==> config.mk <==
export PLATFORM = sky130hd
export DESIGN_NAME = flash_image_loader
export DESIGN_NICKNAME = d
export VERILOG_FILES = /design/src/rtl/flash_loader_pkg.sv /design/src/rtl/flash_loader_dp.sv /design/src/rtl/flash_loader_ctrl.sv /design/src/rtl/flash_image_loader.sv
export SDC_FILE = /design/constraint.sdc
export NUM_CORES = 1
export LEC_CHECK = 0
export ABC_AREA = 1
export BUFFER_PORTS_ARGS = -buffer_cell sky130_fd_sc_hd__buf_2
export CORE_MARGIN = 2
export CORE_UTILIZATION = 63
export CTS_CLUSTER_SIZE = 20
export DETAILED_ROUTE_END_ITERATION = 12
export PLACE_DENSITY = 0.9
export SETUP_SLACK_MARGIN = 0.02
export SLEW_MARGIN = 10
export SYNTH_ARGS = -nofsm -noshare
export SYNTH_HDL_FRONTEND = slang
export SYNTH_SLANG_ARGS = --single-unit
==> constraint.sdc <==
create_clock -name clk -period 3.2 [get_ports clk]
set_input_delay 0.32 -clock clk [delete_from_list [all_inputs] [get_ports clk]]
set_output_delay 0.32 -clock clk [all_outputs]
set_load 0.01 [all_outputs]
==> src/rtl/flash_loader_pkg.sv <==
package flash_loader_pkg;

  localparam int SEL_W    = 2;
  localparam int HDR_SHORT = 32;
  localparam int HDR_LONG  = 40;

  typedef struct packed {
    logic loadHdr;
    logic shiftHdr;
    logic sampleBit;
    logic captureByte;
  } dpStrobe_t;

  typedef enum logic [1:0] {ST_WAIT, ST_SHIFT, ST_HALT, ST_FAULT} loadState_t;

  function automatic logic selKnown(input logic [SEL_W-1:0] sel);
    return (sel == 2'b00) || (sel == 2'b01);
  endfunction

  function automatic logic selDummy(input logic [SEL_W-1:0] sel);
    return sel == 2'b01;
  endfunction

  function automatic logic [7:0] selOpcode(input logic [SEL_W-1:0] sel);
    case (sel)
      2'b00:   return 8'h03;
      2'b01:   return 8'h0B;
      default: return 8'h00;
    endcase
  endfunction

endpackage

==> src/rtl/flash_loader_dp.sv <==
module flash_loader_dp
  import flash_loader_pkg::*;
#(
  parameter int HDR_W = HDR_LONG
) (
  input  logic       clk,
  input  logic       rstN,
  input  dpStrobe_t  stb,
  input  logic [7:0] opcode,
  input  logic       miso,
  output logic       mosi,
  output logic [7:0] dataOut
);

  logic [HDR_W-1:0] hdrReg;
  logic [7:0]       rxReg;
  logic [7:0]       outReg;

  // command/address shifter: opcode on top, zero address and dummy below
  always_ff @(posedge clk or negedge rstN) begin
    if (!rstN) begin
      hdrReg <= '0;
    end else if (stb.loadHdr) begin
      hdrReg <= {opcode, {(HDR_W-8){1'b0}}};
    end else if (stb.shiftHdr) begin
      hdrReg <= {hdrReg[HDR_W-2:0], 1'b0};
    end
  end

  // incoming byte assembler, MSB first
  always_ff @(posedge clk or negedge rstN) begin
    if (!rstN) begin
      rxReg  <= '0;
      outReg <= '0;
    end else begin
      if (stb.sampleBit)   rxReg  <= {rxReg[6:0], miso};
      if (stb.captureByte) outReg <= {rxReg[6:0], miso};
    end
  end

  assign mosi    = hdrReg[HDR_W-1];
  assign dataOut = outReg;

endmodule

==> src/rtl/flash_loader_ctrl.sv <==
module flash_loader_ctrl
  import flash_loader_pkg::*;
#(
  parameter int SCK_HALF = 2,
  parameter int COUNT_W  = 16
) (
  input  logic               clk,
  input  logic               rstN,
  input  logic [SEL_W-1:0]   variantSel,
  input  logic [COUNT_W-1:0] byteLimit,
  input  logic               doneIn,
  input  logic               dataReady,
  output logic               sck,
  output logic               csN,
  output logic               dataValid,
  output logic               selError,
  output dpStrobe_t          stb
);

  localparam int DIV_W     = (SCK_HALF > 1) ? $clog2(SCK_HALF) : 1;
  localparam int WAIT_LAST = 2 * SCK_HALF;
  localparam int WAIT_W    = $clog2(WAIT_LAST + 1);
  localparam int RISE_W    = $clog2(HDR_LONG + 1);

  loadState_t         state;
  logic [DIV_W-1:0]   divCnt;
  logic [WAIT_W-1:0]  waitCnt;
  logic [RISE_W-1:0]  riseCnt;
  logic [RISE_W-1:0]  hdrLen;
  logic [2:0]         bitInByte;
  logic [COUNT_W-1:0] acceptCnt;
  logic sckQ, csNQ, validQ, errQ;

  logic tick, inData, handshake, stall, lastAccept, stopNow, active, waitDone;

  assign tick       = divCnt == DIV_W'(SCK_HALF - 1);
  assign inData     = riseCnt == hdrLen;
  assign handshake  = validQ && dataReady;
  assign stall      = validQ && !dataReady;
  assign lastAccept = handshake && (byteLimit != '0) && (acceptCnt == byteLimit - COUNT_W'(1));
  assign stopNow    = doneIn || lastAccept;
  assign active     = (state == ST_SHIFT) && !stopNow;
  assign waitDone   = waitCnt == WAIT_W'(WAIT_LAST);

  always_comb begin
    stb.loadHdr     = (state == ST_WAIT) && !doneIn && waitDone && selKnown(variantSel);
    stb.shiftHdr    = active && tick && sckQ;
    stb.sampleBit   = active && tick && !sckQ && !stall && inData;
    stb.captureByte = stb.sampleBit && (bitInByte == 3'd7);
  end

  always_ff @(posedge clk or negedge rstN) begin
    if (!rstN) begin
      state     <= ST_WAIT;
      divCnt    <= '0;
      waitCnt   <= '0;
      riseCnt   <= '0;
      hdrLen    <= '0;
      bitInByte <= '0;
      acceptCnt <= '0;
      sckQ      <= 1'b0;
      csNQ      <= 1'b1;
      validQ    <= 1'b0;
      errQ      <= 1'b0;
    end else begin
      case (state)
        ST_WAIT: begin
          if (doneIn) begin
            state <= ST_HALT;
          end else if (waitDone) begin
            if (selKnown(variantSel)) begin
              state  <= ST_SHIFT;
              csNQ   <= 1'b0;
              hdrLen <= selDummy(variantSel) ? RISE_W'(HDR_LONG) : RISE_W'(HDR_SHORT);
            end else begin
              state <= ST_FAULT;
              errQ  <= 1'b1;
            end
          end else begin
            waitCnt <= waitCnt + 1'b1;
          end
        end
        ST_SHIFT: begin
          if (handshake) begin
            validQ    <= 1'b0;
            acceptCnt <= acceptCnt + 1'b1;
          end
          if (stopNow) begin
            state  <= ST_HALT;
            csNQ   <= 1'b1;
            sckQ   <= 1'b0;
            validQ <= 1'b0;
          end else if (tick) begin
            if (sckQ) begin
              sckQ   <= 1'b0;
              divCnt <= '0;
            end else if (!stall) begin
              sckQ   <= 1'b1;
              divCnt <= '0;
              if (!inData) begin
                riseCnt <= riseCnt + 1'b1;
              end else begin
                bitInByte <= bitInByte + 1'b1;
                if (bitInByte == 3'd7) validQ <= 1'b1;
              end
            end
          end else begin
            divCnt <= divCnt + 1'b1;
          end
        end
        default: ;
      endcase
    end
  end

  assign sck       = sckQ;
  assign csN       = csNQ;
  assign dataValid = validQ;
  assign selError  = errQ;

  p_idle_clock_low_r2: assert property (@(posedge clk) disable iff (!rstN)
    csNQ |-> !sckQ);

  p_hold_byte_r8: assert property (@(posedge clk) disable iff (!rstN)
    (validQ && !dataReady && !doneIn) |=> validQ);

  p_no_rise_while_waiting_r8: assert property (@(posedge clk) disable iff (!rstN)
    (validQ && !dataReady) |=> !$rose(sckQ));

  p_fault_quiet_r5: assert property (@(posedge clk) disable iff (!rstN)
    errQ |-> (csNQ && !validQ && !sckQ));

  p_stop_release_r11: assert property (@(posedge clk) disable iff (!rstN)
    (doneIn && state == ST_SHIFT) |=> (csNQ && !sckQ && !validQ));

endmodule

==> src/rtl/flash_image_loader.sv <==
module flash_image_loader
  import flash_loader_pkg::*;
#(
  parameter int SCK_HALF = 2,
  parameter int COUNT_W  = 16
) (
  input  logic               clk,
  input  logic               rstN,
  input  logic [1:0]         variantSel,
  input  logic [COUNT_W-1:0] byteLimit,
  input  logic               doneIn,
  output logic               sck,
  output logic               csN,
  output logic               mosi,
  input  logic               miso,
  output logic [7:0]         dataOut,
  output logic               dataValid,
  input  logic               dataReady,
  output logic               selError
);

  dpStrobe_t  stb;
  logic [7:0] opcodeSel;

  assign opcodeSel = selOpcode(variantSel);

  flash_loader_ctrl #(.SCK_HALF(SCK_HALF), .COUNT_W(COUNT_W)) u_ctrl (
    .clk        (clk),
    .rstN       (rstN),
    .variantSel (variantSel),
    .byteLimit  (byteLimit),
    .doneIn     (doneIn),
    .dataReady  (dataReady),
    .sck        (sck),
    .csN        (csN),
    .dataValid  (dataValid),
    .selError   (selError),
    .stb        (stb)
  );

  flash_loader_dp #(.HDR_W(HDR_LONG)) u_dp (
    .clk     (clk),
    .rstN    (rstN),
    .stb     (stb),
    .opcode  (opcodeSel),
    .miso    (miso),
    .mosi    (mosi),
    .dataOut (dataOut)
  );

  // outgoing bit moves only together with a falling serial clock
  p_mosi_on_fall_r2: assert property (@(posedge clk) disable iff (!rstN)
    (!csN && $past(!csN) && (mosi != $past(mosi))) |-> (!sck && $past(sck)));

endmodule

Word-level counts from Yosys, hierarchy flattened
Index checks and enable logic that the tools add are counted.
{"block": "word_totals", "out_inout_bits": 13, "latchBits": 0, "rom_bits": 0, "inputBits": 23, "n_memories": 0, "ff_bits": 96, "mem_bits_rw": 0, "word_cells": 103}
{"block": "classes", "addsub": 6, "n_eq_ne": 11, "reduce_logical": 37, "n_lt_le_gt_ge": 0, "bitwise": 7, "div": 0, "n_mux": 28, "multipliers": 0, "shift": 0}
{"cell": "$mux 40", "n": 2}
{"cell": "$mux 1", "n": 18}
{"cell": "$add 16x1->16 const B", "n": 1}
{"cell": "$eq 16x16->1", "n": 1}
{"cell": "$reduce_bool 16->1", "n": 1}
{"cell": "$sub 16x1->16 const B", "n": 1}
{"cell": "$logic_and 1x1->1", "n": 14}
{"cell": "$reduce_and 6->1", "n": 2}
{"cell": "$mux 2", "n": 4}
{"cell": "$pmux 4 s2", "n": 1}
{"cell": "$reduce_and 4->1", "n": 2}
{"cell": "$not 1->1", "n": 7}
{"cell": "$add 3x1->3 const B", "n": 2}
{"cell": "$add 6x1->6 const B", "n": 1}
{"cell": "$eq 3x3->1 const B", "n": 2}
{"cell": "$eq 6x6->1", "n": 1}
{"cell": "$reduce_and 2->1", "n": 3}
{"cell": "$reduce_and 3->1", "n": 2}
{"cell": "$reduce_bool 2->1", "n": 3}
{"cell": "$logic_not 1->1", "n": 5}
{"cell": "$reduce_and 5->1", "n": 1}
{"cell": "$eq 2x1->1 const B", "n": 2}
{"cell": "$logic_not 2->1", "n": 2}
{"cell": "$mux 4", "n": 1}
{"cell": "other kinds (7)", "n": 10}

Logic depth before layout (Yosys ltp)
Gate-level depths: netlist of run 1.
{"block": "logic_depth", "ltp_word": 11, "mapped_depth": 19, "depth_no_buf": 19}

Cells and area by module
A second synthesis of run 1 with hierarchy kept.
{"block": "hier_totals", "cells_unflattened": 459, "hier_area_um2": 3560.9}
{"mod": "flash_loader_ctrl", "cells_per_inst": 357, "instances": 1, "seq_area_each_um2": 927.1, "area_each_um2": 2613.8}
{"mod": "flash_loader_dp", "cells_per_inst": 98, "instances": 1, "seq_area_each_um2": 575.6, "area_each_um2": 929.6}
{"mod": "flash_image_loader", "cells_per_inst": 4, "instances": 1, "seq_area_each_um2": 0.0, "area_each_um2": 17.5}

Least setup slack after synthesis of run 1
No wires, ideal clock.
{"block": "synth_path", "kind": "input to register", "from": "in byteLimit[0]", "to": "reg u_dp.outReg[6] (netlist: u_dp.dataOut[6])", "cell_stages": 14, "setup_slack_ns": 1.343, "t_arrival_ns": 1.736, "path_buffers": 1, "required_time_ns": 3.079, "setup_ns": 0.121, "cell_sequence": "inv_1 > ha_1 > nand2_1 > nor2_4 > nand2_1 > a21oi_1 > nor2_1 > nand2_1 > nor2_1 > nand2_2 > nand4_4 > buf_6 > o21ai_1 > nand2_1"}
{"block": "synth_via", "elab_chain_cells": 11, "elab_cells_between_ends": 13, "cone_classes": "add/sub (1); eq/ne (1); reduce/logical (11)"}
{"element": "start, declared", "line": "flash_image_loader.sv:10", "rtl": "input logic [COUNT_W-1:0] byteLimit,"}
{"element": "$sub 16x1->16 / $reduce_bool 16->1 (equally long branches)", "line": "flash_loader_ctrl.sv:40", "rtl": "assign lastAccept = handshake && (byteLimit != '0) && (acceptCnt == byteLimit - COUNT_W'(1));"}
{"element": "$eq 16x16->1 / $logic_and 1x1->1 (equally long branches)", "line": "flash_loader_ctrl.sv:40"}
{"element": "$logic_and 1x1->1 (*)", "line": "flash_loader_ctrl.sv:40"}
{"element": "$logic_or 1x1->1 (*)", "line": "flash_loader_ctrl.sv:41", "rtl": "assign stopNow = doneIn || lastAccept;"}
{"element": "$logic_not 1->1 (*)", "line": "flash_loader_ctrl.sv:42", "rtl": "assign active = (state == ST_SHIFT) && !stopNow;"}
{"element": "$logic_and 1x1->1 (*)", "line": "flash_loader_ctrl.sv:42"}
{"element": "$logic_and 1x1->1 (*) (4 in series)", "line": "flash_loader_ctrl.sv:48", "rtl": "stb.sampleBit = active && tick && !sckQ && !stall && inData;"}
{"element": "$logic_and 1x1->1 (*)", "line": "flash_loader_ctrl.sv:49", "rtl": "stb.captureByte = stb.sampleBit && (bitInByte == 3'd7);"}
{"element": "end signal, assigned", "line": "flash_loader_dp.sv:37", "rtl": "if (stb.captureByte) outReg <= {rxReg[6:0], miso};"}
{"element": "end, declared", "line": "flash_loader_dp.sv:17", "rtl": "logic [7:0] outReg;"}
Every way passes the cells marked *; elsewhere a longest branch is shown, timed or not.
A chain may end at the register's enable or synchronous reset.

Final worst setup path of run 1
{"block": "layout_path", "from": "reg u_ctrl.riseCnt[0]", "to": "reg u_dp.outReg[5] (netlist: u_dp.dataOut[5])"}
{"block": "layout_via", "elab_chain_cells": 3}
{"element": "start, declared", "line": "flash_loader_ctrl.sv:28", "rtl": "logic [RISE_W-1:0] riseCnt;"}
{"element": "start signal, assigned", "line": "flash_loader_ctrl.sv:101", "rtl": "riseCnt <= riseCnt + 1'b1;"}
{"element": "$eq 6x6->1", "line": "flash_loader_ctrl.sv:37", "rtl": "assign inData = riseCnt == hdrLen;"}
{"element": "$logic_and 1x1->1", "line": "flash_loader_ctrl.sv:48"}
{"element": "$logic_and 1x1->1", "line": "flash_loader_ctrl.sv:49"}
No other way between the ends.

==> impl_results.md, run 1 <==
* Register area share after synthesis at 0.437
* CTS tree: done
* Crit-path max FO at 28
* Ant. Diodes at 0
* Synthesis-stage register bit count at 60
* Arr. time, crit path at 2640 ps
* Clk Tree Root Cell: clkbuf_8
* Starting DRT DRC Count at 144
* EDFF count, synth at 0
* Synth Area in Compound Gates at 0.0632
* Count of cell types in the netlist at 36
* Synth Instances at 435
* Clock sink count at 60
* Main combinational cell family by area after synthesis: simple AND/OR/NAND/NOR gates
* Largest area contributor in the netlist: dfrtp_1
* I/O Buffers at 35
* Share of layout cells above drive strength 1 at 0.174
* Gates resized, CTS repair at 0
* VDD IR-drop max at 0.517 mV
* Post-CTS setup buffers at 0
* Tmin final at about 2400 ps
* Initial antenna violation count at 0
* CTS Buffer Depth at 2
* Yosys warns at 0
* Worst slack at placement at approximately 760 ps
* Top cells by area, synth: dfrtp_1, nand2_1, inv_1
* Die W at between 70 and 80 um
* Final hold vios at 0
* Fin. max-slew vios at 0
* Setup violators final at 0
* Detailed-route via count at 2902
* Crit path launch type: register
* XOR/XNOR Fraction of Synth Area at 0.0865
* Top-area cell type share of the netlist area at 0.429
* Relative slew slack at 0.461
* Num CTS Buffers at 9
* Fin Setup TNS at 0 ps
* Cts hold-fix bufs at 0
* Status: finished, final reports clean
* RSZ-0062 raised after global routing: false
* End of the worst register-to-register path: u_dp.dataOut[5]$_DFFE_PN0P_
* Drt drc at 0
* First-pass GRT wire length at roughly 13 mm
* Leak Pwr at approximately 2.2 nW
* Ys async rst share at 1.00
* Vias per cell at roughly 5.2
* Simple-gate area share of the yosys netlist at 0.309
* DP Wirelength at 5.10 mm
* # rows at 26
* Vias in the first global route at 2958
* Layout area overhead at 14.2%
* Worst EP required at 3480 ps
* Io pins at 36
* Die height at between 70 and 80 um
* Total grt overflow at 0
* Synthesized area at between 0.003 and 0.004 mm2
* FF-to-FF Start: u_ctrl.riseCnt[0]$_DFFE_PN0P_
* Post-Synth Adder-Cell Area at 0.0291
* Final period util at 0.737
* GP Congestion at 0.857
* Max Freq at roughly 0.42 GHz
* Mapped Nets at 466
* Clk slew on worst S/H paths at 70 ps
* PwrDens at 438 mW/mm2
* Filler Cells Inserted at about 360
* Final ANT Viol Nets at 0
* Setup crit end kind: register
* Drt first pass iters at 4
* R2r worst-path depth at 10
* Die area at 0.00607 mm2
* Total wire length at roughly 7.3 mm
* Synth Flop Type: dfrtp_1
* WL/cell at 13.2 um
* Reg2reg setup slack at roughly 840 ps
* Clock skew at ~13 ps
* Multiplexer area fraction after synthesis at 0
* Fin nets at about 500
* WS Path Type: reg2reg
* Skew-Pair Late Insertion Delay at 340 ps
* Worst-Margin Slew at 801 ps
* Final hold slack at roughly 56 ps
* H-tree lvl count at 3
* Total GRT Usage at 0.263
* Largest net degree at the start of global routing at 37
* Total core area at 0.00520 mm2
* Max-cap violations at 0
* Post-route setup slack at 843 ps
* Mean Syn Cell Area at just under 8 um2
* Initial core utilization at 0.661
* Hold Crit Class: in2async
[worst max-delay path, stage by stage (launching register included)]
cell and delay [ps]:
dfrtp_1 410, inv_1 110, ha_1 140, inv_1 30, nor4_1 320, nand2_1 130
nor2_1 200, nand4_4 420, nor2_4 340, nand2_1 90, nand2_1 90
[Yosys cell counts (2+ instances only)]
| cell | count |
|---|---|
| nor4_1 | 2 |
| inv_2 | 3 |
| o21ai_0 | 15 |
| a21oi_2 | 9 |
| dfrtp_1 | 59 |
| ha_1 | 8 |
| nor3_2 | 2 |
| nor2_1 | 49 |
| nand3b_1 | 4 |
| xor2_1 | 23 |
| nand2_2 | 5 |
| xnor2_1 | 11 |
| nand2_1 | 129 |
| nand4_1 | 4 |
| nand3_1 | 22 |
| nor2_4 | 5 |
| nand3_2 | 2 |
| nor2_2 | 2 |
| a21oi_1 | 5 |
| inv_1 | 57 |
| nor3_1 | 4 |
[sequential cells by signal (all words and copies together) (netlist names), 2 cells and up]
register	count
u_ctrl.acceptCnt	16
u_dp.dataOut	8
u_dp.hdrReg	8
u_dp.rxReg	7
u_ctrl.riseCnt	6
u_ctrl.bitInByte	3
u_ctrl.waitCnt	3
u_ctrl.hdrLen	2
u_ctrl.state	2
[layer usage]
layer	up-vias	global-route usage	share of wire
met4	0	0.125	0.021
met3	14	0.0442	0.041
met2	65	0.474	0.52
met1	1373	0.304	0.41
li1	1450	-	-
met5	-	0	0
[layout make-up]
cell class | count | area, um2 | area share
clock buffer | 12 | 155 | 0.0395
clock inverter | 4 | 95.1 | 0.0242
inverter | 61 | 229 | 0.0582
multi-input combinational | 311 | 1680 | 0.427
sequential | 60 | 1500 | 0.382
tap | 70 | 87.6 | 0.0223
timing repair buffer | 36 | 183 | 0.0465
[power breakdown]
group	leakage, nW	switching (W)	internal (W)
clock network	0.127	0.000292	0.000559
logic	1.33	0.0000684	0.0000349
registers	0.726	0.00000473	0.000763
total	2.18	0.000365	0.00136
[stage by stage]
step	power, W	area, um2	util	instances
after floorplan	0.000835	3440	-	435
after global placement	0.000880	3680	0.707	538
after detailed placement	0.000884	3680	0.707	538
after CTS	0.00173	3930	0.756	554
after global routing	0.00178	3930	0.756	554
final	0.00172	3930	0.756	554
[logic make-up (layout without fill, tap and decap cells)]
group | Yosys count | count (layout)
AO/OA/AOI/OAI | 34 | 34
XOR/XNOR | 34 | 34
adder cells (fa/ha/maj) | 8 | 8
buffers and inverters | 64 | 113
flip-flops | 60 | 60
AND/OR/NAND/NOR | 235 | 235
[layout by cell type (no fill, tap or decap), types with 2 or more instances in the layout]
| cell | n |
|---|---|
| nand3b_1 | 4 |
| nand2_2 | 5 |
| nor2_4 | 5 |
| nand3_2 | 2 |
| nand3_1 | 22 |
| buf_2 | 35 |
| a21oi_1 | 5 |
| nor4_1 | 2 |
| clkbuf_8 | 11 |
| nor2_2 | 2 |
| nor2_1 | 49 |
| xnor2_1 | 11 |
| inv_2 | 3 |
| nand2_1 | 129 |
| bufinv_16 | 3 |
| nor3_1 | 4 |
| nand4_1 | 4 |
| inv_1 | 57 |
| a21oi_2 | 9 |
| xor2_1 | 23 |
| dfrtp_1 | 59 |
| ha_1 | 8 |
| o21ai_0 | 15 |
| nor3_2 | 2 |
[how the worst max path moves through the flow]
stage | from | to | slack [ps]
finish | u_ctrl.riseCnt[0]$_DFFE_PN0P_ | u_dp.dataOut[5]$_DFFE_PN0P_ | 840
global route | u_ctrl.riseCnt[0]$_DFFE_PN0P_ | u_dp.dataOut[4]$_DFFE_PN0P_ | 650
CTS | u_ctrl.riseCnt[0]$_DFFE_PN0P_ | u_dp.dataOut[4]$_DFFE_PN0P_ | 870
detailed placement | byteLimit[0] | u_dp.dataOut[4]$_DFFE_PN0P_ | 760
global placement | byteLimit[0] | u_dp.dataOut[7]$_DFFE_PN0P_ | 850
floorplan | byteLimit[0] | u_dp.dataOut[6]$_DFFE_PN0P_ | 1340
No activity file was read; power rests on OpenSTA's default activity.
==> run 2, diff against run 1 <==
--- a/config.mk
+++ b/config.mk
@@ -5,13 +5,13 @@
 export SDC_FILE = /design/constraint.sdc
 export NUM_CORES = 1
 export LEC_CHECK = 0
-export ABC_AREA = 1
+export ABC_AREA = 0
 export BUFFER_PORTS_ARGS = -buffer_cell sky130_fd_sc_hd__buf_2
 export CORE_MARGIN = 2
-export CORE_UTILIZATION = 63
+export CORE_UTILIZATION = 58
 export CTS_CLUSTER_SIZE = 20
 export DETAILED_ROUTE_END_ITERATION = 12
-export PLACE_DENSITY = 0.9
+export PLACE_DENSITY = 0.84
 export SETUP_SLACK_MARGIN = 0.02
 export SLEW_MARGIN = 10
 export SYNTH_ARGS = -nofsm -noshare
==> constraint.sdc (replaced) <==
create_clock -name clk -period 2.3 [get_ports clk]
set_input_delay 0.23 -clock clk [delete_from_list [all_inputs] [get_ports clk]]
set_output_delay 0.23 -clock clk [all_outputs]
set_load 0.01 [all_outputs]
==> run 2 against run 1 <==
Against the previous run: first-iteration DRC count up 59%; final cell count down 15%; clock skew up 1.7 ps; non-clock buffer count up 45; the run now ends with negative setup slack left; hold slack worse by 18 ps; sequential share of layout area down 3.1 points; critical path depth down 2; largest cell class unchanged; critical endpoint is now u_dp.rxReg[1]$_DFFE_PN0P_.
==> impl_results.md, run 2 <==
* Status: finished with violations
* Failing checks: negative setup slack
* Largest area contributor in the netlist: dfrtp_1
* Vias in the first global route at 2963 (+0.17%)
* WS Path Type: reg2reg
* Layout area overhead at 32.9%
* Ant. Diodes at 0 (unchanged)
* VDD IR-drop max at 0.366 mV (-29%)
* CTS tree: done
* Worst EP required at 2530 ps (-950 ps)
* Fin Setup TNS at -10690 ps (-10690 ps)
* Top-area cell type share of the netlist area at 0.459 (+0.0300)
* Relative slew slack at 0.485 (+0.0240)
* Num CTS Buffers at 9 (unchanged)
* EDFF count, synth at 0 (unchanged)
* Hold Crit Class: in2async
* WL/cell at 18.9 um (+44%)
* Max-cap violations at 0 (unchanged)
* Clk pwr share at 0.423 (-0.071)
* Tmin final at 2700 ps (+339 ps)
* Commonest non-fill, non-tap cell in the layout: dfrtp_1
* First-pass GRT wire length at 14.0 mm (+11%)
* Top cells by area, synth: dfrtp_1, mux2_2, xnor2_1
* Sw Share at 0.260 (+0.0484)
* Total core area at 0.00544 mm2 (+4.5%)
* Count of cell types in the netlist at 46 (+28%)
* Synth Instances at 308 (-29%)
* Die W at 78.5 um (+0.72%)
* # rows at 27 (+3.8%)
* Synthesized area at 0.00322 mm2 (-6.5%)
* Fin. max-slew vios at 0 (unchanged)
* Sequential share of power at 0.486 (+0.040)
* Starting DRT DRC Count at 229 (+59%)
* Register area share after synthesis at 0.467 (+0.0306)
* Initial core utilization at 0.591 (-0.0699)
* Total wire length at 8.92 mm (+22%)
* Final ANT Viol Nets at 0 (unchanged)
* Post-route setup slack at -396 ps (-1240 ps)
* Clock sink count at 60 (unchanged)
* Synth Flop Type: dfrtp_1
* Most frequent cells in the layout: dfrtp_1, buf_4, buf_2
* Setup violators final at 38 (+38)
* Final period util at 1.17 (+0.435)
* Clk Tree Root Cell: clkbuf_8
* Share of layout cells above drive strength 1 at 0.351 (+0.177)
* Clock skew at 15.0 ps (+1.74 ps)
* Leak Pwr at 2.04 nW (-6.7%)
* Worst-Margin Slew at 773 ps (-28.6 ps)
* Combinational share of power at 0.091 (+0.031)
* I/O Buffers at 35 (unchanged)
* H-tree lvl count at 3 (unchanged)
* Crit-path max FO at 5 (-82%)
* Synthesis-stage register bit count at 60 (unchanged)
* Initial antenna violation count at 0 (unchanged)
* PwrDens at 525 mW/mm2 (+20%)
* Total GRT Usage at 0.301 (+0.0374)
* Filler Cells Inserted at 321 (-11%)
* Final hold vios at 0 (unchanged)
* P_int at 0.00166 W (+22%)
* Detailed-route via count at 2931 (+1.0%)
* Mean Syn Cell Area at 10.4 um2 (+32%)
* Die height at 78.5 um (+0.72%)
* Count leader, synth: dfrtp_1
* Vias per cell at 6.22 (+19%)
* Cts hold-fix bufs at 0 (unchanged)
* CTS Buffer Depth at 2 (unchanged)
* Fin nets at 425 (-17%)
* Biggest register: u_ctrl.acceptCnt
* Final hold slack at 38.4 ps (-17.9 ps)
* Crit path launch type: register
* GP Congestion at 0.858 (+0.19%)
* Synth cell count leaders: dfrtp_1, xnor2_1, mux2_2, nand3_1, nand2_1
* Io pins at 36 (unchanged)
* Arr. time, crit path at 2930 ps (+290 ps)
* Ys async rst share at 1.00 (unchanged)
* DP Wirelength at 5.22 mm (+2.5%)
* Total grt overflow at 0 (unchanged)
* NetSw at 0.000585 W (+60%)
* Clk slew on worst S/H paths at 70 ps (about the same)
* Drt first pass iters at 4 (unchanged)
* Largest net degree at the start of global routing at 61 (+65%)
* Setup crit end kind: register
* Yosys warns at 0 (unchanged)
* Mapped Nets at 339 (-27%)
* Skew-Pair Late Insertion Delay at 350 ps (about the same)
* Max Freq at 0.371 GHz (-13%)
* Die area at 0.00616 mm2 (+1.4%)
* Max reg flops at 16 (unchanged)
* RSZ-0062 raised after global routing: true
* Drt drc at 0 (unchanged)
run 2: area by class of cell:
| cell class | count | area [um2] | share of cell area |
|---|---|---|---|
| multi-input combinational | 233 | 1870 | 0.436 |
| sequential | 60 | 1500 | 0.351 |
| timing repair buffer | 81 | 591 | 0.138 |
| clock buffer | 10 | 128 | 0.0299 |
| tap | 72 | 90.1 | 0.0211 |
| clock inverter | 6 | 65.1 | 0.0152 |
| inverter | 9 | 33.8 | 0.00790 |
run 2: power groups by stage:
stage	Combinational, W	Clock (W)	Sequential, W
5_1_grt	0.000223	0.00100	0.00109
4_1_cts	0.000195	0.000952	0.00109
3_5_place_dp	0.000183	0	0.00111
6_report	0.000204	0.000951	0.00109
2_1_floorplan	0.0000744	0	0.00111
3_3_place_gp	0.000177	0	0.00111
run 2: worst max-delay path, stage by stage, from the launching register on:
cell and delay, ps:
dfrtp_1 420, xnor2_2 180, or3_1 320, a2111o_1 420
a2111oi_4 350, nand4_1 220, buf_6 200, nand4_4 160
mux2_4 320
run 2: metal layers:
| layer | up-vias | GRT usage | share of wire |
|---|---|---|---|
| met4 | 0 | 0.232 | 0.060 |
| met5 | - | 0 | 0 |
| met3 | 43 | 0.0460 | 0.048 |
| li1 | 1305 | - | - |
| met2 | 132 | 0.499 | 0.50 |
| met1 | 1451 | 0.350 | 0.39 |
run 2: what timing repair did:
action                     CTS  global route
hold endpoints to repair     0             0
pin swaps                    7             9
cloned                       1             1
setup endpoints to repair   38            38
buffers inserted             2             2
resized for setup           23            15
run 2: final timing paths:
path	end	start	slack [ps]	cells past startpoint
setup / recovery	u_dp.rxReg[1]$_DFFE_PN0P_	u_ctrl.acceptCnt[8]$_DFFE_PN0P_	-400	8
hold / removal	u_dp.hdrReg[35]$_DFFE_PN0P_	rstN	40	2
setup reg to reg	u_dp.rxReg[1]$_DFFE_PN0P_	u_ctrl.acceptCnt[8]$_DFFE_PN0P_	-400	8
hold reg to reg	u_ctrl.selError$_DFFE_PN0P_	u_ctrl.selError$_DFFE_PN0P_	460	1
max in group asynchronous	u_dp.rxReg[1]$_DFFE_PN0P_	rstN	1750	2
min in group clk	u_dp.dataOut[0]$_DFFE_PN0P_	miso	140	2
run 2: stage by stage:
stage | utilization | area (um2) | setup WS (ps) | power [W] | std cells
finish | 0.786 | 4280 | -396 | 0.00225 | 471
global route | 0.786 | 4280 | -431 | 0.00232 | 471
CTS | 0.766 | 4170 | -254 | 0.00224 | 469
detailed placement | 0.703 | 3820 | -719 | 0.00129 | 451
global placement | 0.703 | 3820 | -636 | 0.00128 | 451
floorplan | - | 3280 | -508 | 0.00118 | 308
run 2: kinds of logic after synthesis:
kind of cell / after synthesis / share of synthesized area
AOI/OAI and AO/OA: 46 / 0.0953
xor gates and xnor gates: 41 / 0.112
adders and majority gates: 8 / 0.0311
buffers and inverters: 16 / 0.0218
DFF: 60 / 0.467
muxes: 20 / 0.0700
and+or+nand+nor: 117 / 0.203
